<file path="src/rtl/pwr_req_pkg.sv">
package pwr_req_pkg;
  localparam int DATA_W    = 32;
  localparam int ADDR_W    = 8;
  localparam int NUM_TYPES = 3;
  localparam int STAT_W    = 4 * NUM_TYPES;
  localparam int NUM_CL    = 2;

  typedef enum logic [1:0] {
    REQ_BIG = 2'd0,
    REQ_LIT = 2'd1,
    REQ_CFG = 2'd2
  } req_e;

  localparam logic [ADDR_W-1:0] OFF_BIG_LVL = 8'h00;
  localparam logic [ADDR_W-1:0] OFF_BIG_REQ = 8'h04;
  localparam logic [ADDR_W-1:0] OFF_LIT_LVL = 8'h08;
  localparam logic [ADDR_W-1:0] OFF_LIT_REQ = 8'h0C;
  localparam logic [ADDR_W-1:0] OFF_CMD     = 8'h10;
  localparam logic [ADDR_W-1:0] OFF_CMD_REQ = 8'h14;
  localparam logic [ADDR_W-1:0] OFF_STAT    = 8'h18;
  localparam logic [ADDR_W-1:0] OFF_FLAG    = 8'h1C;
  localparam logic [ADDR_W-1:0] OFF_WDAT    = 8'h70;
  localparam logic [ADDR_W-1:0] OFF_RDAT    = 8'h74;

  localparam int          CMD_GO = 31;
  localparam int          FN_LSB = 20;
  localparam int          FN_W   = 4;
  localparam logic [3:0]  FN_OPP = 4'd6;
  localparam int          WOFF_W = 12;

  localparam logic [15:0] BIG_TBL_BYTE = 16'h0C10;
  localparam logic [15:0] LIT_TBL_BYTE = 16'h0C30;
endpackage

</file>
<file path="src/rtl/pwr_opp_table.sv">
module pwr_opp_table
  import pwr_req_pkg::*;
#(
  parameter int NUM_OPPS = 8,
  parameter logic [WOFF_W-1:0] BIG_WBASE = 12'h304,
  parameter logic [WOFF_W-1:0] LIT_WBASE = 12'h30C,
  parameter int BIG_F0 = 25000,
  parameter int LIT_F0 = 17500,
  parameter int F_STEP = 2500,
  parameter int V0     = 900,
  parameter int V_STEP = 25
) (
  input  logic [WOFF_W-1:0] woff_i,
  output logic              hit_o,
  output logic [DATA_W-1:0] entry_o
);
  logic [NUM_CL-1:0] cl_hit;
  logic [DATA_W-1:0] cl_entry [NUM_CL];

  for (genvar c = 0; c < NUM_CL; c++) begin : g_cl
    localparam logic [WOFF_W-1:0] WBASE = (c == 0) ? BIG_WBASE : LIT_WBASE;
    localparam int F0 = (c == 0) ? BIG_F0 : LIT_F0;
    logic [WOFF_W-1:0] rel;
    assign rel       = woff_i - WBASE;
    assign cl_hit[c] = (woff_i >= WBASE) && (rel < WOFF_W'(NUM_OPPS));
    // voltage in the top 12 bits, frequency (20 kHz units) in the low 20
    assign cl_entry[c] = {12'(V0 + V_STEP * int'(rel)), 20'(F0 + F_STEP * int'(rel))};
  end

  assign hit_o   = |cl_hit;
  assign entry_o = cl_hit[1] ? cl_entry[1] : cl_entry[0];
endmodule

</file>
<file path="src/rtl/pwr_req_engine.sv">
module pwr_req_engine
  import pwr_req_pkg::*;
#(
  parameter int LVL_DELAY = 40,
  parameter int CFG_DELAY = 12
) (
  input  logic clk_i,
  input  logic rst_ni,
  input  logic start_i,
  input  req_e type_i,
  output logic busy_o,
  output req_e type_o,
  output logic done_o
);
  localparam int MAX_D = (LVL_DELAY > CFG_DELAY) ? LVL_DELAY : CFG_DELAY;
  localparam int CNT_W = $clog2(MAX_D + 1);

  logic             busy_q;
  req_e             type_q;
  logic [CNT_W-1:0] cnt_q;

  assign busy_o = busy_q;
  assign type_o = type_q;
  assign done_o = busy_q && (cnt_q == '0);

  always_ff @(posedge clk_i or negedge rst_ni) begin
    if (!rst_ni) begin
      busy_q <= 1'b0;
      type_q <= REQ_BIG;
      cnt_q  <= '0;
    end else if (start_i) begin
      busy_q <= 1'b1;
      type_q <= type_i;
      cnt_q  <= (type_i == REQ_CFG) ? CNT_W'(CFG_DELAY - 1) : CNT_W'(LVL_DELAY - 1);
    end else if (done_o) begin
      busy_q <= 1'b0;
    end else if (busy_q) begin
      cnt_q <= cnt_q - 1'b1;
    end
  end

  assert_no_start_when_busy_R8: assert property (@(posedge clk_i) disable iff (!rst_ni)
    start_i |-> !busy_q);
  assert_busy_until_done_R2: assert property (@(posedge clk_i) disable iff (!rst_ni)
    (busy_q && !done_o) |=> busy_q);
  assert_type_stable_R2: assert property (@(posedge clk_i) disable iff (!rst_ni)
    (busy_q && !done_o) |=> $stable(type_q));
endmodule

</file>
<file path="src/rtl/pwr_status_reg.sv">
module pwr_status_reg
  import pwr_req_pkg::*;
(
  input  logic              clk_i,
  input  logic              rst_ni,
  input  logic [STAT_W-1:0] set_i,
  input  logic              clr_i,
  output logic [STAT_W-1:0] status_o,
  output logic              irq_o
);
  logic [STAT_W-1:0] status_q;

  // new events win over a clearing read on the same edge
  always_ff @(posedge clk_i or negedge rst_ni) begin
    if (!rst_ni) status_q <= '0;
    else         status_q <= (clr_i ? '0 : status_q) | set_i;
  end

  assign status_o = status_q;
  assign irq_o    = |status_q;

  assert_bits_sticky_R9: assert property (@(posedge clk_i) disable iff (!rst_ni)
    !clr_i |=> ((status_q & $past(status_q)) == $past(status_q)));
  assert_set_survives_R9: assert property (@(posedge clk_i) disable iff (!rst_ni)
    (set_i != '0) |=> ((status_q & $past(set_i)) == $past(set_i)));
  assert_irq_drops_R10: assert property (@(posedge clk_i) disable iff (!rst_ni)
    (clr_i && set_i == '0) |=> !irq_o);
endmodule

</file>
<file path="src/rtl/pwr_req_seq.sv">
module pwr_req_seq
  import pwr_req_pkg::*;
#(
  parameter int NUM_OPPS  = 8,
  parameter int LVL_DELAY = 40,
  parameter int CFG_DELAY = 12,
  parameter int BIG_F0    = 25000,
  parameter int LIT_F0    = 17500,
  parameter int F_STEP    = 2500,
  parameter int V0        = 900,
  parameter int V_STEP    = 25
) (
  input  logic              clk_i,
  input  logic              rst_ni,
  input  logic              wr_en_i,
  input  logic              rd_en_i,
  input  logic [ADDR_W-1:0] addr_i,
  input  logic [DATA_W-1:0] wdata_i,
  output logic [DATA_W-1:0] rdata_o,
  output logic              irq_o
);
  localparam int IDX_W = $clog2(NUM_OPPS);
  localparam logic [WOFF_W-1:0] BIG_WBASE = WOFF_W'(BIG_TBL_BYTE >> 2);
  localparam logic [WOFF_W-1:0] LIT_WBASE = WOFF_W'(LIT_TBL_BYTE >> 2);

  // ---- decode ----
  logic [NUM_CL-1:0] lvl_wr, lvl_ok;
  logic cmd_wr, cmd_go, cmd_ok, tbl_hit;
  logic [DATA_W-1:0] tbl_entry;

  assign lvl_wr[0] = wr_en_i && (addr_i == OFF_BIG_LVL);
  assign lvl_wr[1] = wr_en_i && (addr_i == OFF_LIT_LVL);
  for (genvar c = 0; c < NUM_CL; c++) begin : g_lvl_ok
    assign lvl_ok[c] = (wdata_i < DATA_W'(NUM_OPPS));
  end

  assign cmd_wr = wr_en_i && (addr_i == OFF_CMD);
  assign cmd_go = cmd_wr && wdata_i[CMD_GO];
  assign cmd_ok = (wdata_i[FN_LSB +: FN_W] == FN_OPP) && tbl_hit;

  pwr_opp_table #(
    .NUM_OPPS (NUM_OPPS),
    .BIG_WBASE(BIG_WBASE),
    .LIT_WBASE(LIT_WBASE),
    .BIG_F0   (BIG_F0),
    .LIT_F0   (LIT_F0),
    .F_STEP   (F_STEP),
    .V0       (V0),
    .V_STEP   (V_STEP)
  ) u_tbl (
    .woff_i (wdata_i[WOFF_W-1:0]),
    .hit_o  (tbl_hit),
    .entry_o(tbl_entry)
  );

  req_e req_type;
  logic req_any, req_ok;
  always_comb begin
    req_any  = 1'b1;
    req_type = REQ_BIG;
    req_ok   = lvl_ok[0];
    if (lvl_wr[0]) begin
      req_type = REQ_BIG;
      req_ok   = lvl_ok[0];
    end else if (lvl_wr[1]) begin
      req_type = REQ_LIT;
      req_ok   = lvl_ok[1];
    end else if (cmd_go) begin
      req_type = REQ_CFG;
      req_ok   = cmd_ok;
    end else begin
      req_any = 1'b0;
      req_ok  = 1'b0;
    end
  end

  // ---- engine ----
  logic eng_busy, eng_done, accept, reject;
  req_e eng_type;

  assign accept = req_any && req_ok && !eng_busy;
  assign reject = req_any && !(req_ok && !eng_busy);

  pwr_req_engine #(
    .LVL_DELAY(LVL_DELAY),
    .CFG_DELAY(CFG_DELAY)
  ) u_eng (
    .clk_i  (clk_i),
    .rst_ni (rst_ni),
    .start_i(accept),
    .type_i (req_type),
    .busy_o (eng_busy),
    .type_o (eng_type),
    .done_o (eng_done)
  );

  // ---- status ----
  logic [STAT_W-1:0] stat_set, stat;
  logic              stat_clr;

  always_comb begin
    stat_set = '0;
    if (reject)   stat_set[4*int'(req_type) + 1] = 1'b1;
    if (eng_done) stat_set[4*int'(eng_type)]     = 1'b1;
  end
  assign stat_clr = rd_en_i && (addr_i == OFF_STAT);

  pwr_status_reg u_stat (
    .clk_i   (clk_i),
    .rst_ni  (rst_ni),
    .set_i   (stat_set),
    .clr_i   (stat_clr),
    .status_o(stat),
    .irq_o   (irq_o)
  );

  // ---- state ----
  logic [IDX_W-1:0]  level_q [NUM_CL];
  logic [IDX_W-1:0]  pend_lvl_q;
  logic [DATA_W-1:0] pend_entry_q, cmd_q, wdat_q, rdat_q;

  always_ff @(posedge clk_i or negedge rst_ni) begin
    if (!rst_ni) begin
      for (int c = 0; c < NUM_CL; c++) level_q[c] <= '0;
      pend_lvl_q   <= '0;
      pend_entry_q <= '0;
      cmd_q        <= '0;
      wdat_q       <= '0;
      rdat_q       <= '0;
    end else begin
      if (accept) begin
        pend_lvl_q   <= wdata_i[IDX_W-1:0];
        pend_entry_q <= tbl_entry;
      end
      if (eng_done) begin
        case (eng_type)
          REQ_BIG: level_q[0] <= pend_lvl_q;
          REQ_LIT: level_q[1] <= pend_lvl_q;
          default: rdat_q     <= pend_entry_q;
        endcase
      end
      if (cmd_wr) cmd_q <= wdata_i;
      if (wr_en_i && addr_i == OFF_WDAT) wdat_q <= wdata_i;
    end
  end

  // ---- read port ----
  logic [DATA_W-1:0] rd_val;
  always_comb begin
    rd_val = '0;
    case (addr_i)
      OFF_BIG_LVL: rd_val = DATA_W'(level_q[0]);
      OFF_LIT_LVL: rd_val = DATA_W'(level_q[1]);
      OFF_BIG_REQ: rd_val = DATA_W'(eng_busy && eng_type == REQ_BIG);
      OFF_LIT_REQ: rd_val = DATA_W'(eng_busy && eng_type == REQ_LIT);
      OFF_CMD_REQ: rd_val = DATA_W'(eng_busy && eng_type == REQ_CFG);
      OFF_CMD:     rd_val = cmd_q;
      OFF_STAT:    rd_val = DATA_W'(stat);
      OFF_FLAG:    rd_val = DATA_W'(irq_o);
      OFF_WDAT:    rd_val = wdat_q;
      OFF_RDAT:    rd_val = rdat_q;
      default:     rd_val = '0;
    endcase
  end

  always_ff @(posedge clk_i or negedge rst_ni) begin
    if (!rst_ni)      rdata_o <= '0;
    else if (rd_en_i) rdata_o <= rd_val;
  end

  assert_big_level_hold_R3: assert property (@(posedge clk_i) disable iff (!rst_ni)
    !(eng_done && eng_type == REQ_BIG) |=> $stable(level_q[0]));
  assert_lit_level_hold_R3: assert property (@(posedge clk_i) disable iff (!rst_ni)
    !(eng_done && eng_type == REQ_LIT) |=> $stable(level_q[1]));
  assert_bad_cmd_err_R6: assert property (@(posedge clk_i) disable iff (!rst_ni)
    (cmd_go && !cmd_ok) |=> stat[9]);
  assert_busy_cmd_err_R8: assert property (@(posedge clk_i) disable iff (!rst_ni)
    (cmd_go && eng_busy) |=> stat[9]);
  assert_rdata_at_cpl_R4: assert property (@(posedge clk_i) disable iff (!rst_ni)
    $rose(stat[8]) |-> (rdat_q == $past(pend_entry_q)));
  assert_no_start_bit_R7: assert property (@(posedge clk_i) disable iff (!rst_ni)
    (cmd_wr && !wdata_i[CMD_GO] && !eng_busy) |=> !eng_busy);
endmodule

</file>
<file path="config.mk">
export PLATFORM = sky130hd
export DESIGN_NAME = pwr_req_seq
export DESIGN_NICKNAME = d
export VERILOG_FILES = /design/src/rtl/pwr_req_pkg.sv /design/src/rtl/pwr_opp_table.sv /design/src/rtl/pwr_req_engine.sv /design/src/rtl/pwr_status_reg.sv /design/src/rtl/pwr_req_seq.sv
export SDC_FILE = /design/constraint.sdc
export NUM_CORES = 1
export LEC_CHECK = 0
export ABC_AREA = 1
export BUFFER_PORTS_ARGS = -buffer_cell sky130_fd_sc_hd__buf_4
export CORE_MARGIN = 2
export CORE_UTILIZATION = 50
export DETAILED_ROUTE_END_ITERATION = 12
export GPL_TIMING_DRIVEN = 0
export PLACE_DENSITY = 0.67
export SLEW_MARGIN = 0
export SYNTH_ARGS = -nofsm -noshare
export SYNTH_HDL_FRONTEND = slang
export SYNTH_SLANG_ARGS = --single-unit
</file>
<file path="constraint.sdc">
create_clock -name clk_i -period 3.6 [get_ports clk_i]
set_input_delay 0.72 -clock clk_i [delete_from_list [all_inputs] [get_ports clk_i]]
set_output_delay 0.72 -clock clk_i [all_outputs]
set_load 0.03 [all_outputs]
</file>
* Word-level counts from Yosys, hierarchy flattened
Index checks and enable logic that the tools add are counted.
** Word-level totals
- Word-level logic and storage cells :: 107
- Output and inout port bits :: 33
- Bits of input ports :: 44
- Bits in registers :: 190
** Operators by class
- Reduce and logical (&&, ||, !) cells :: 33
- Equality and inequality tests :: 14
- Multipliers :: 4
- Order comparisons :: 9
- Add/sub/neg operators :: 8
- Mux-type cells :: 24
- Bitwise operators :: 3
** Operator list (number)
- $pmux W32 S10 :: 1
- $add A16 B20 Y20 const A :: 2
- $mul A10 B12 Y18 const A :: 2
- $mux W12 :: 3
- $eq A8 B5 Y1 const B :: 4
- $lt A32 B4 Y1 const B :: 1
- $mux W32 :: 1
- $add A11 B12 Y12 const A :: 2
- $ge A12 B10 Y1 const B :: 2
- $lt A12 B4 Y1 const B :: 2
- $mul A5 B12 Y12 const A :: 2
- $mux W6 :: 4
- $sub A12 B10 Y12 const B :: 2
- $logic_and A1 B1 Y1 :: 19
- $eq A8 B4 Y1 const B :: 2
- $eq A8 B7 Y1 const B :: 2
- $or A12 B12 Y12 :: 1
- $or A12 B9 Y12 :: 1
- $reduce_or A12 Y1 :: 1
- $mux W1 :: 10
- $eq A8 B3 Y1 const B :: 1
- $logic_not A8 Y1 :: 1
- $reduce_and A2 Y1 :: 4
- $logic_not A6 Y1 :: 1
- 18 further kinds :: 24

* Longest topological paths before layout
Gate-level depths: netlist (run 1).
- Depth after elaboration :: 15
- Depth in mapped cells :: 32
- Mapped depth without buffers :: 31

* By module
Synthesis (run 1) repeated with hierarchy kept, for this count alone.
** Second synthesis, totals
- Cells, all modules :: 1978
- Area total of the unflattened synthesis :: 15108.2 sq um
** Modules (own cells, without submodules)
- pwr_req_seq :: instances 1, area an instance 7434.6 sq um, cells an instance 888, sequential area each 4229.1 sq um
- pwr_opp_table :: instances 1, area an instance 6678.9 sq um, cells an instance 977, sequential area each 0.0 sq um
- pwr_req_engine :: instances 1, area an instance 506.7 sq um, cells an instance 65, sequential area each 225.2 sq um
- pwr_status_reg :: instances 1, area an instance 488.0 sq um, cells an instance 48, sequential area each 300.3 sq um

* Worst setup path after synthesis (run 1)
Ideal clock, no wire load.
- Kind :: input port to flip-flop
- From :: in wdata_i[2]
- To :: reg pend_entry_q[19]
- Stages on the path :: 30
- Path buffers :: 1
- Library setup time :: 117 ps
- Arrival :: 5688 ps
- Slack :: -2204 ps
- Data required time :: 3483 ps
- Cells stage by stage :: buf_2 inv_2 ha_1 nand2_1 xor2_1 inv_1 fa_1 ha_1 inv_1 fa_1 inv_1 ha_1 inv_1 fa_1 inv_1 ha_1 a21oi_1 nor2_1 nor2_1 nand2_1 nand2_1 nand2_1 nor2_1 nand3_1 nor2_1 nand2_1 nand3_1 nand2_1 nand2_1 nand2_1
** Between the ends
- Longest elaborated chain between the ends :: 10
- Elaborated cells on any way between the ends :: 21
- Classes of those cells :: add/sub: 4; mul: 2; order compare: 5; mux: 4; reduce/logical: 6
** Ends and longest elaborated chain
- start, declared :: line pwr_req_seq.sv:18 : input logic [DATA_W-1:0] wdata_i,
- parallel branches: the longest is 10 deep, another holds $add A16 B20 Y20
- end signal, assigned :: line pwr_req_seq.sv:133 : pend_entry_q <= tbl_entry;
- end, declared :: line pwr_req_seq.sv:120 : logic [DATA_W-1:0] pend_entry_q, cmd_q, wdat_q, rdat_q;
Several ways; the timed one is not identified.
A chain may end at the register's enable or synchronous reset.

* Worst setup path after layout (run 1)
Ends and elaborated chain as after synthesis.

==> impl_metrics.csv, run 1 <==
group,metric,value,unit
run_status,outcome,"finished with violations",
run_status,violations,"negative setup slack",
global_route,grt.met1_usage,35.63,%
power_and_ir_drop,powerDensity,751.6,mW/mm^2
power_and_ir_drop,comb_power_share,70.9,%
clock_network,htreeDepth,4,
synthesis,synthFlopType,"dfrtp_1",
final_layout,finish.instance_area,0.01734,mm^2
setup_path,r2r_start,"u_eng.cnt_q[0]$_DFFE_PN0P_",
global_route,grt-ovfl-total,0,
global_route,grt_max_degree,100,
power_and_ir_drop,fin_total_pwr,0.01303,W
setup_path,reg2reg_slack,1.24,ns
power_and_ir_drop,sw_frac_of_total,49.54,%
route,wire_per_inst,17.03,um
place,portBuffers,73,
final_layout,area_growth,24.12,%
hold_path,min_path_type,"in -> async",
setup_path,critPathBufInv,8,
floorplan,io_pins,77,
final_layout,final_cells,2348,
route,first_pass_iters,5,
synthesis,ys_top_cells_by_count,"462 x nand2_1, 306 x inv_1, 177 x dfrtp_1",
route,routed_via_density,5.301,
synthesis,async_reset_ff_share,100.0,%
final_layout,antenna_cells,0,
synthesis,yosysMostFrequentCell,"nand2_1",
synthesis,syn_area_per_cell,7.757,um^2
global_route,use_met2,49.23,%
route,wirelength,39980,um
setup_path,crit_path_start,"wdata_i[2]",
power_and_ir_drop,power_frac_clock,13.2,%
setup_path,crit_required,3.92,ns
timing,fin_crit,5.042,ns
floorplan,rows,61,
synthesis,synth_edf_count,0,
place,placed_cell_area,0.01541,mm^2
clock_network,clk_pin_slew,0.07,ns
floorplan,initial_utilization,50.57,%
timing,max-slew-margin-rel,54.30,%
clock_network,cts_max_path_buffers,2,
power_and_ir_drop,leakagePower,8.853,nW
place,gp_congestion,0.9181,
clock_network,cts_tree,"done",
synthesis,netlist_instances,1801,
setup_path,cp-start-kind,"input port",
clock_network,cts.sinks,177,
power_and_ir_drop,pwr-share-seq,15.9,%
setup_path,slowest_stage,"fa_1",
place,post-place-ws,-2.395,ns
timing,tightest_slew,0.6855,ns
global_route,grt_pass1_vias,12018,
power_and_ir_drop,internal-power,0.006577,W
timing,rsz0062_at_grt,"yes",
place,placed_cells,2253,
floorplan,core_area,0.02763,mm^2
synthesis,synth_top_area_share,31.70,%
route,drc,0,
synthesis,synth_top_area_cell,"dfrtp_1",
global_route,top_usage_layer,"met2",
setup_path,rr_endpoint,"rdat_q[23]$_DFFE_PN0P_",
clock_network,clock_latency,0.43,ns
setup_path,worstPathMaxFanout,6,
clock_network,clock-root-buffer,"clkbuf_16",
timing,report.final.slew_viol_count,0,
clock_network,ctsHoldBuffers,0,
setup_path,endpoint_kind,"flop",
timing,period_share,140.1,%
route,routed-via-count,12447,
global_route,grt_use_met3,3.123,%
synthesis,syn_area,0.01397,mm^2
timing,setup_violations,12,
final_layout,drive_gt1_share,21.07,%
synthesis,synth-seq-cells,177,
final_layout,finish.utilization,62.76,%
global_route,antenna_found_initial,2,
timing,setup_slack,-1.442,ns
global_route,grt_pass1_wl,63160,um
final_layout,nNetsFinal,2209,
power_and_ir_drop,ir_drop,0.9216,mV
synthesis,synth_cell_types,53,
synthesis,ys_seq_area_share,31.70,%
floorplan,die_area,0.02930,mm^2
synthesis,yosys-top-cells-area,"dfrtp_1 32%, ha_1 14%, nand2_1 12%, inv_1 8.2%, fa_1 7.5%",
timing,fmax,198.3,MHz
global_route,grt_use_total,27.88,%
clock_network,numCtsBuffers,17,
setup_path,worst-r2r-cell-count,12,
route,antenna_left,0,
timing,clock_skew,0.01357,ns
job,max_cap_viol_count,0,
synthesis,yosys_warnings,0,
place,hpwl,31130,um
setup_path,critPathMaxStageDelay,0.56,ns
setup_path,cp_data_arrival_time,5.36,ns
floorplan,fp.dieH,171.2,um
setup_path,crit_type,"in -> reg",
setup_path,critical_path.top_delay_family,"adder cells",
power_and_ir_drop,switching_power,0.006456,W
floorplan,die_x,171.2,um
timing,hold_violations,0,
route,initialDrtViolationCount,918,
synthesis,syn-num-nets,2052,
routing by layer:
metal  share of wire, %  vias up
met5              0.030        -
met2                 50      323
met1                 42     5975
met4                3.2        2
met3                4.8       65
li1                   -     6082
power by group through the flow:
stage | Combinational, W | Sequential, W | Clock (W)
after floorplan | 0.00537 | 0.00211 | 0
after global placement | 0.00710 | 0.00211 | 0
after detailed placement | 0.00721 | 0.00211 | 0
after CTS | 0.00839 | 0.00208 | 0.00174
after global routing | 0.0103 | 0.00208 | 0.00182
final | 0.00924 | 0.00208 | 0.00172
worst max-delay path by stage:
| stage | to | cells after the start |
|---|---|---|
| floorplan | pend_entry_q[17]$_DFFE_PN0P_ | 31 |
| global placement | pend_entry_q[19]$_DFFE_PN0P_ | 28 |
| detailed placement | pend_entry_q[19]$_DFFE_PN0P_ | 28 |
| CTS | pend_entry_q[19]$_DFFE_PN0P_ | 31 |
| global route | pend_entry_q[16]$_DFFE_PN0P_ | 28 |
| finish | pend_entry_q[19]$_DFFE_PN0P_ | 30 |
worst register-to-register path: cells and delay by family, from the launching register on:
| kind | cells | cell delay [ns] |
|---|---|---|
| buffers and inverters | 5 | 0.60 |
| AOI/OAI and AO/OA | 1 | 0.09 |
| adders and majority gates | 1 | 0.15 |
| and+or+nand+nor | 5 | 1.05 |
| DFF | 1 | 0.37 |
layout make-up:
| class | count | area, um^2 |
|---|---|---|
| fillers | 2451 | 10290 |
| multi-input cells | 1257 | 9224 |
| flip-flops and latches | 177 | 4429 |
| inverters | 323 | 1267 |
| repair buffers | 138 | 1157 |
| well taps | 378 | 473.0 |
| clock buffers | 19 | 432.9 |
| plain buffers | 44 | 246.5 |
| clock inverters | 12 | 110.1 |
through the flow:
step | TNS [ns] | hold slack (ns)
after global placement | -23.35 | 0.4654
final | -11.82 | 0.2632
after detailed placement | -23.94 | 0.4665
after floorplan | -11.65 | 0.4244
after CTS | -11.03 | 0.2891
after global routing | -13.96 | 0.2974
cells by family after synthesis:
logic type / Yosys count / synth area share [%]
simple gates: 716 / 22.04
buf+inv: 367 / 10.20
compound gates: 279 / 11.14
fa+ha+maj: 207 / 21.33
flops: 177 / 31.70
xor+xnor: 45 / 2.821
mux: 10 / 0.7612
layout by cell type (no fill, tap or decap), types with 7 or more instances in the layout:
cell and n:
clkbuf_1 29, fa_1 51, nand3b_1 9, nand2_4 22
inv_1 275, nand3_1 83, xor2_1 18, a31oi_1 8
nand2_2 35, nor2_4 12, clkbuf_16 17, xor2_4 8
nand2_1 416, nand4_1 25, o22ai_1 7, a21oi_2 11
inv_2 37, buf_2 7, a21oi_1 28, o21ai_1 16
clkinvlp_4 9, nor3_1 7, buf_4 123, ha_1 120
nor2_1 66, buf_6 15, xnor2_1 10, nor2_2 11
o21ai_0 166, nand3_2 12, ha_4 31, a221oi_1 14
dfrtp_1 177
sequential cells by signal (all words and copies together) (netlist names):
signal	count
wdat_q	32
rdata_o	32
u_eng.type_o	2
u_stat.status_o	6
pend_entry_q	28
u_eng.cnt_q	6
level_q	6
pend_lvl_q	2
u_eng.busy_o	1
cmd_q	32
rdat_q	30
timing repair:
item,4_1_cts,5_1_grt
setup endpoints to repair,15,14
gates resized for setup,122,76
pin swaps,62,52
buffers inserted,46,21
(Power assumes the default switching activity.)
==> run 2: changes to the inputs <==
--- a/config.mk
+++ b/config.mk
@@ -5,7 +5,6 @@
 export SDC_FILE = /design/constraint.sdc
 export NUM_CORES = 1
 export LEC_CHECK = 0
-export ABC_AREA = 1
 export BUFFER_PORTS_ARGS = -buffer_cell sky130_fd_sc_hd__buf_4
 export CORE_MARGIN = 2
 export CORE_UTILIZATION = 50
==> impl_metrics.csv, run 2 <==
group,metric,value,unit
run_status,outcome,"finished with violations",
run_status,violations,"negative setup slack",
floorplan,core_area,0.02606,mm^2
job,max_cap_viol_count,0,
place,gp_congestion,0.8859,
floorplan,die_x,167.1,um
final_layout,area_growth,34.76,%
final_layout,nNetsFinal,1788,
place,portBuffers,69,
power_and_ir_drop,power_frac_clock,11.0,%
route,initialDrtViolationCount,889,
global_route,antenna_found_initial,0,
power_and_ir_drop,switching_power,0.007325,W
route,drc,0,
timing,period_share,150.4,%
power_and_ir_drop,leakagePower,8.321,nW
route,wirelength,40530,um
final_layout,drive_gt1_share,37.87,%
floorplan,initial_utilization,51.04,%
power_and_ir_drop,powerDensity,916.1,mW/mm^2
synthesis,async_reset_ff_share,100.0,%
setup_path,reg2reg_slack,0.97,ns
clock_network,htreeDepth,4,
final_layout,mostFrequentLayoutCell,"dfrtp_1",
synthesis,syn_area_per_cell,10.08,um^2
setup_path,worstPathMaxFanout,6,
place,hpwl,28470,um
synthesis,synth_cell_types,78,
power_and_ir_drop,sw_frac_of_total,44.60,%
clock_network,clock-root-buffer,"clkbuf_16",
route,wire_per_inst,21.50,um
place,post-place-ws,-2.869,ns
global_route,grt_max_degree,95,
route,antenna_left,0,
clock_network,cts_tree,"done",
timing,setup_violations,12,
route,routed_via_density,5.880,
global_route,grt_use_total,27.89,%
timing,clock_skew,0.01050,ns
floorplan,die_area,0.02792,mm^2
setup_path,slowest_stage,"fa_1",
route,first_pass_iters,9,
final_layout,antenna_cells,0,
final_layout,largestRegisters,"cmd_q x32, rdata_o x32, wdat_q x32",
timing,setup_slack,-1.816,ns
timing,tightest_slew,1.041,ns
synthesis,syn-num-nets,1570,
setup_path,critPathMaxStageDelay,0.53,ns
setup_path,crit_required,3.90,ns
floorplan,rows,59,
timing,max-slew-margin-rel,30.62,%
synthesis,synth_top_area_share,33.30,%
setup_path,cp_data_arrival_time,5.71,ns
timing,fmax,184.6,MHz
power_and_ir_drop,comb_power_share,76.0,%
power_and_ir_drop,pwr-share-seq,12.9,%
synthesis,synthFlopType,"dfrtp_1",
setup_path,crit_top_cell,"inv_2",
timing,fin_crit,5.416,ns
synthesis,syn_area,0.01330,mm^2
synthesis,ys_top_cells_by_count,"177 x dfrtp_1, 172 x inv_1, 155 x ha_1",
synthesis,yosys-top-cells-area,"dfrtp_1 33%, ha_1 15%, fa_1 7.8%, mux2_2 7.7%, inv_1 4.9%",
route,routed-via-count,11084,
setup_path,critPathBufInv,8,
clock_network,clock_latency,0.44,ns
power_and_ir_drop,ir_drop,1.188,mV
timing,setup_tns,-14.99,ns
setup_path,crit_type,"in -> reg",
clock_network,cts.sinks,177,
synthesis,synth-seq-cells,177,
timing,hold_violations,0,
synthesis,yosys_warnings,0,
final_layout,layout_common_cells,"177 x dfrtp_1, 164 x buf_4, 130 x inv_1",
power_and_ir_drop,internal-power,0.009097,W
global_route,grt_pass1_vias,10952,
global_route,grt-ovfl-total,0,
synthesis,yosysMostFrequentCell,"dfrtp_1",
synthesis,ys_seq_area_share,33.30,%
synthesis,synth_top_area_cell,"dfrtp_1",
floorplan,fp.dieH,167.1,um
synthesis,netlist_instances,1319,
floorplan,io_pins,77,
clock_network,cts_max_path_buffers,2,
synthesis,synth_edf_count,0,
clock_network,clk_pin_slew,0.08,ns
setup_path,cp_cell_sequence,"buf_12 -> buf_4 -> ha_4 -> xnor2_4 -> inv_4 -> fa_1 -> inv_2 -> ha_4 -> inv_2 -> fa_1 -> inv_1 -> ha_1 -> inv_2 -> fa_1 -> inv_2 -> ha_4 -> or4b_1 -> nand4_1 -> o221ai_2 -> o21ai_2 -> nand4_1 -> xnor2_2 -> a31o_1 -> a31oi_1",
setup_path,cp-start-kind,"input port",
setup_path,endpoint_kind,"flop",
clock_network,numCtsBuffers,17,
timing,rsz0062_at_grt,"yes",
global_route,grt_pass1_wl,60670,um
hold_path,min_path_type,"in -> async",
timing,report.final.slew_viol_count,0,
setup_path,critical_path.top_delay_family,"adder cells",
## run 2: power groups by stage
| stage | sequential, W | combinational, W | clock, W |
|---|---|---|---|
| 2_1_floorplan | 0.00214 | 0.00634 | 0 |
| 6_report | 0.00213 | 0.0125 | 0.00181 |
| 4_1_cts | 0.00212 | 0.0102 | 0.00182 |
| 5_1_grt | 0.00213 | 0.0133 | 0.00190 |
| 3_5_place_dp | 0.00216 | 0.00833 | 0 |
| 3_3_place_gp | 0.00216 | 0.00818 | 0 |
## run 2: final cells by class
class / instances / area [um^2]
multi-input cells: 917 / 9724
fillers: 1926 / 8134
clock inverters: 14 / 142.6
well taps: 335 / 419.2
flip-flops and latches: 177 / 4429
repair buffers: 201 / 1738
clock buffers: 18 / 439.2
plain buffers: 51 / 337.8
inverters: 172 / 694.4
## run 2: stage by stage
| step | power (W) | instances | hold WS [ns] | instance area [um^2] | util [%] |
|---|---|---|---|---|---|
| global route | 0.01733 | 1885 | 0.2866 | 17920 | 68.79 |
| detailed placement | 0.01049 | 1724 | 0.4692 | 15010 | 57.62 |
| floorplan | 0.008484 | 1319 | 0.4244 | 14040 | - |
| global placement | 0.01034 | 1723 | 0.4616 | 14980 | 57.48 |
| finish | 0.01642 | 1885 | 0.2363 | 17920 | 68.79 |
| CTS | 0.01411 | 1830 | 0.2768 | 16830 | 64.59 |
## run 2: what timing repair did
item                       4_1_cts  5_1_grt
setup buffers                   72       71
hold buffers                     0        0
setup endpoints to repair       38       42
gates resized for setup        152      136
cloned                           5        0
pin swaps                       62       91
## run 2: logic make-up (layout without fill, tap and decap cells)
kind of cell,count (synthesis),in the layout,share of synthesized area (%)
AO/OA/AOI/OAI,253,253,13.07
XOR/XNOR,98,98,6.566
adder cells (fa/ha/maj),207,207,22.41
buffers and inverters,225,456,6.584
flip-flops,177,177,33.30
multiplexers,97,97,8.155
AND/OR/NAND/NOR,262,262,9.914
## run 2: final timing paths
kind | startpoint | endpoint | depth (start not counted)
worst max-delay path | wdata_i[2] | pend_entry_q[18]$_DFFE_PN0P_ | 24
worst min-delay path | rst_ni | rdata_o[23]$_DFFE_PN0P_ | 1
worst max register to register | u_eng.busy_o$_DFFE_PN0P_ | pend_entry_q[16]$_DFFE_PN0P_ | 8
worst min register to register | wdat_q[1]$_DFFE_PN0P_ | wdat_q[1]$_DFFE_PN0P_ | 2
max in group asynchronous | rst_ni | cmd_q[7]$_DFFE_PN0P_ | 2
min in group clk_i | wdat_q[1]$_DFFE_PN0P_ | wdat_q[1]$_DFFE_PN0P_ | 2
## run 2: per-layer routing
| layer | global-route usage, % | part of all wire, % | up-vias |
|---|---|---|---|
| li1 | - | - | 5013 |
| met1 | 37.08 | 42 | 5525 |
| met2 | 46.65 | 49 | 446 |
| met3 | 3.120 | 5.2 | 100 |
| met4 | 11.66 | 3.9 | 0 |
| met5 | 0 | 0 | - |
## run 2: worst register-to-register path: stages, from the launching register on
cell,delay [ns]
dfrtp_1,0.46
nor3_1,0.36
nand4_1,0.18
or4_4,0.59
nor2b_1,0.18
buf_4,0.20
buf_4,0.15
a21oi_1,0.29
a21oi_1,0.11
==> run 3: changes to the inputs <==
--- a/config.mk
+++ b/config.mk
@@ -5,9 +5,10 @@
 export SDC_FILE = /design/constraint.sdc
 export NUM_CORES = 1
 export LEC_CHECK = 0
-export BUFFER_PORTS_ARGS = -buffer_cell sky130_fd_sc_hd__buf_4
+export BUFFER_PORTS_ARGS = -buffer_cell sky130_fd_sc_hd__clkbuf_2
 export CORE_MARGIN = 2
 export CORE_UTILIZATION = 50
+export CTS_BUF_LIST = sky130_fd_sc_hd__clkbuf_2
 export DETAILED_ROUTE_END_ITERATION = 12
 export GPL_TIMING_DRIVEN = 0
 export PLACE_DENSITY = 0.67
==> impl_metrics.csv, run 3 (synthesis gave the netlist of run 2 again) <==
group,metric,value,unit
setup_path,crit_top_cell,"inv_2",
global_route,grt_max_degree,97,
setup_path,critPathBufInv,8,
run_status,outcome,"finished with violations",
timing,setup_violations,12,
place,hpwl,28070,um
place,placed_cell_area,0.01484,mm^2
timing,setup_tns,-10.94,ns
global_route,grt_pass1_wl,58140,um
floorplan,fp.dieH,167.1,um
power_and_ir_drop,pwr-share-seq,15.3,%
floorplan,die_area,0.02792,mm^2
setup_path,cp_data_arrival_time,5.75,ns
timing,tightest_slew,1.077,ns
setup_path,cp_cell_sequence,"clkbuf_16 -> buf_12 -> inv_12 -> ha_4 -> nor3b_4 -> xor2_4 -> fa_1 -> ha_1 -> inv_2 -> fa_1 -> inv_2 -> ha_4 -> inv_2 -> fa_1 -> inv_2 -> ha_4 -> buf_4 -> o21a_1 -> nor2_2 -> and4_4 -> or3_4 -> xnor2_2 -> o211ai_1 -> o21a_1",
power_and_ir_drop,switching_power,0.006605,W
power_and_ir_drop,internal-power,0.007309,W
clock_network,numCtsBuffers,17,
global_route,grt_pass1_vias,10568,
final_layout,mostFrequentLayoutCell,"dfrtp_1",
floorplan,io_pins,77,
route,drc,0,
route,wirelength,36790,um
clock_network,cts_max_path_buffers,2,
route,routed-via-count,10426,
clock_network,clk_pin_slew,0.30,ns
clock_network,htreeDepth,4,
final_layout,largestRegisters,"cmd_q x32, rdata_o x32, wdat_q x32",
timing,rsz0062_at_grt,"yes",
place,placed_cells,1724,
timing,hold_violations,0,
setup_path,critPathMaxStageDelay,0.51,ns
route,first_pass_iters,5,
run_status,violations,"negative setup slack",
setup_path,worstPathMaxFanout,5,
setup_path,crit_required,4.27,ns
clock_network,cts.sinks,177,
place,portBuffers,69,
timing,fin_crit,5.084,ns
setup_path,critical_path.top_delay_family,"adder cells",
power_and_ir_drop,sw_frac_of_total,47.47,%
clock_network,clock-root-buffer,"clkbuf_2",
job,max_cap_viol_count,0,
route,routed_via_density,5.713,
timing,holdWs,0.2429,ns
clock_network,cts_tree,"done",
floorplan,die_x,167.1,um
route,antenna_left,0,
hold_path,hold_depth,2,
global_route,antenna_found_initial,2,
power_and_ir_drop,powerDensity,855.3,mW/mm^2
global_route,grt_use_total,26.58,%
final_layout,drive_gt1_share,30.15,%
timing,fmax,196.7,MHz
setup_path,crit_type,"in -> reg",
global_route,grt-ovfl-total,0,
power_and_ir_drop,leakagePower,7.719,nW
final_layout,area_growth,22.31,%
route,initialDrtViolationCount,813,
final_layout,final_cells,1825,
floorplan,initial_utilization,51.04,%
power_and_ir_drop,power_frac_clock,7.5,%
final_layout,layout_common_cells,"177 x dfrtp_1, 142 x inv_1, 126 x ha_1",
setup_path,worst-r2r-cell-count,8,
timing,max-slew-margin-rel,28.21,%
setup_path,cp-start-kind,"input port",
place,gp_congestion,0.9062,
timing,report.final.slew_viol_count,0,
timing,clock_skew,0.04341,ns
floorplan,rows,59,
floorplan,core_area,0.02606,mm^2
setup_path,slowest_stage,"fa_1",
setup_path,endpoint_kind,"flop",
setup_path,worstSetupPathDepth,24,
final_layout,finish.instance_area,0.01627,mm^2
timing,period_share,141.2,%
power_and_ir_drop,ir_drop,0.8735,mV
route,wire_per_inst,20.16,um
clock_network,clock_latency,0.75,ns
power_and_ir_drop,fin_total_pwr,0.01391,W
final_layout,nNetsFinal,1727,
timing,setup_slack,-1.484,ns
power_and_ir_drop,comb_power_share,77.2,%
hold_path,min_path_type,"in -> reg",
[run 3: changes by cell type in the layout (fill, tap and decap cells not counted), sizes merged]
cell / delta
buf: -132
clkbuf: +69
clkinv: +3
inv: -3
bufinv: +1
diode: +1
dlygate4sd3: +1
[run 3: metal layers]
layer	global-route usage, %	share of wire [%]	vias up
li1	-	-	4901
met1	36.09	44	5178
met2	46.48	50	309
met3	2.056	4.7	38
met4	6.409	1.8	0
met5	0	0	-
[run 3: worst reg2reg max path, cell delays in order (launching register included)]
cell and delay (ns):
dfrtp_1 0.52, nor3_1 0.36, nand4_1 0.16, or4_4 0.59, nor2b_1 0.17, buf_2 0.21, buf_2 0.22, nor2_1 0.14
nor2_1 0.05
[run 3: through the flow]
stage                     worst slack, ns  util, %
final                              -1.484    62.43
after global routing               -1.641    62.43
after floorplan                    -1.855        -
after global placement             -2.857    56.82
after CTS                          -1.381    61.42
after detailed placement           -2.930    56.96
[run 3: worst paths after layout]
kind / from / to / slack (ns)
max in group asynchronous: rst_ni / cmd_q[1]$_DFFE_PN0P_ / 2.18
setup / recovery: wdata_i[3] / pend_entry_q[15]$_DFFE_PN0P_ / -1.48
hold reg to reg: pend_entry_q[3]$_DFFE_PN0P_ / pend_entry_q[3]$_DFFE_PN0P_ / 0.52
hold / removal: wdata_i[16] / cmd_q[16]$_DFFE_PN0P_ / 0.24
setup reg to reg: u_eng.busy_o$_DFFE_PN0P_ / pend_entry_q[2]$_DFFE_PN0P_ / 1.16
min in group asynchronous: rst_ni / cmd_q[23]$_DFFE_PN0P_ / 0.49
[run 3: final cells by class]
type / instances / area, um^2
diodes: 1 / 2.502
clock buffers: 17 / 85.08
well taps: 335 / 419.2
flip-flops and latches: 177 / 4429
clock inverters: 15 / 177.7
fillers: 2128 / 9789
plain buffers: 53 / 306.5
repair buffers: 138 / 972.2
inverters: 172 / 686.9
multi-input cells: 917 / 9190
[run 3: what timing repair did]
item / 4_1_cts / 5_1_grt
hold buffers: 1 / 0
endpoints found under the hold margin: 81 / 0
setup endpoints to repair: 34 / 13
pin swaps: 53 / 34
gates resized for setup: 81 / 33
setup buffers: 53 / 14
[run 3: power groups by stage]
stage | combinational (W) | clock [W] | sequential (W)
after CTS | 0.00997 | 0.00108 | 0.00213
after floorplan | 0.00634 | 0 | 0.00214
final | 0.0107 | 0.00105 | 0.00213
after global routing | 0.0116 | 0.00115 | 0.00214
after global placement | 0.00818 | 0 | 0.00216
after detailed placement | 0.00831 | 0 | 0.00216
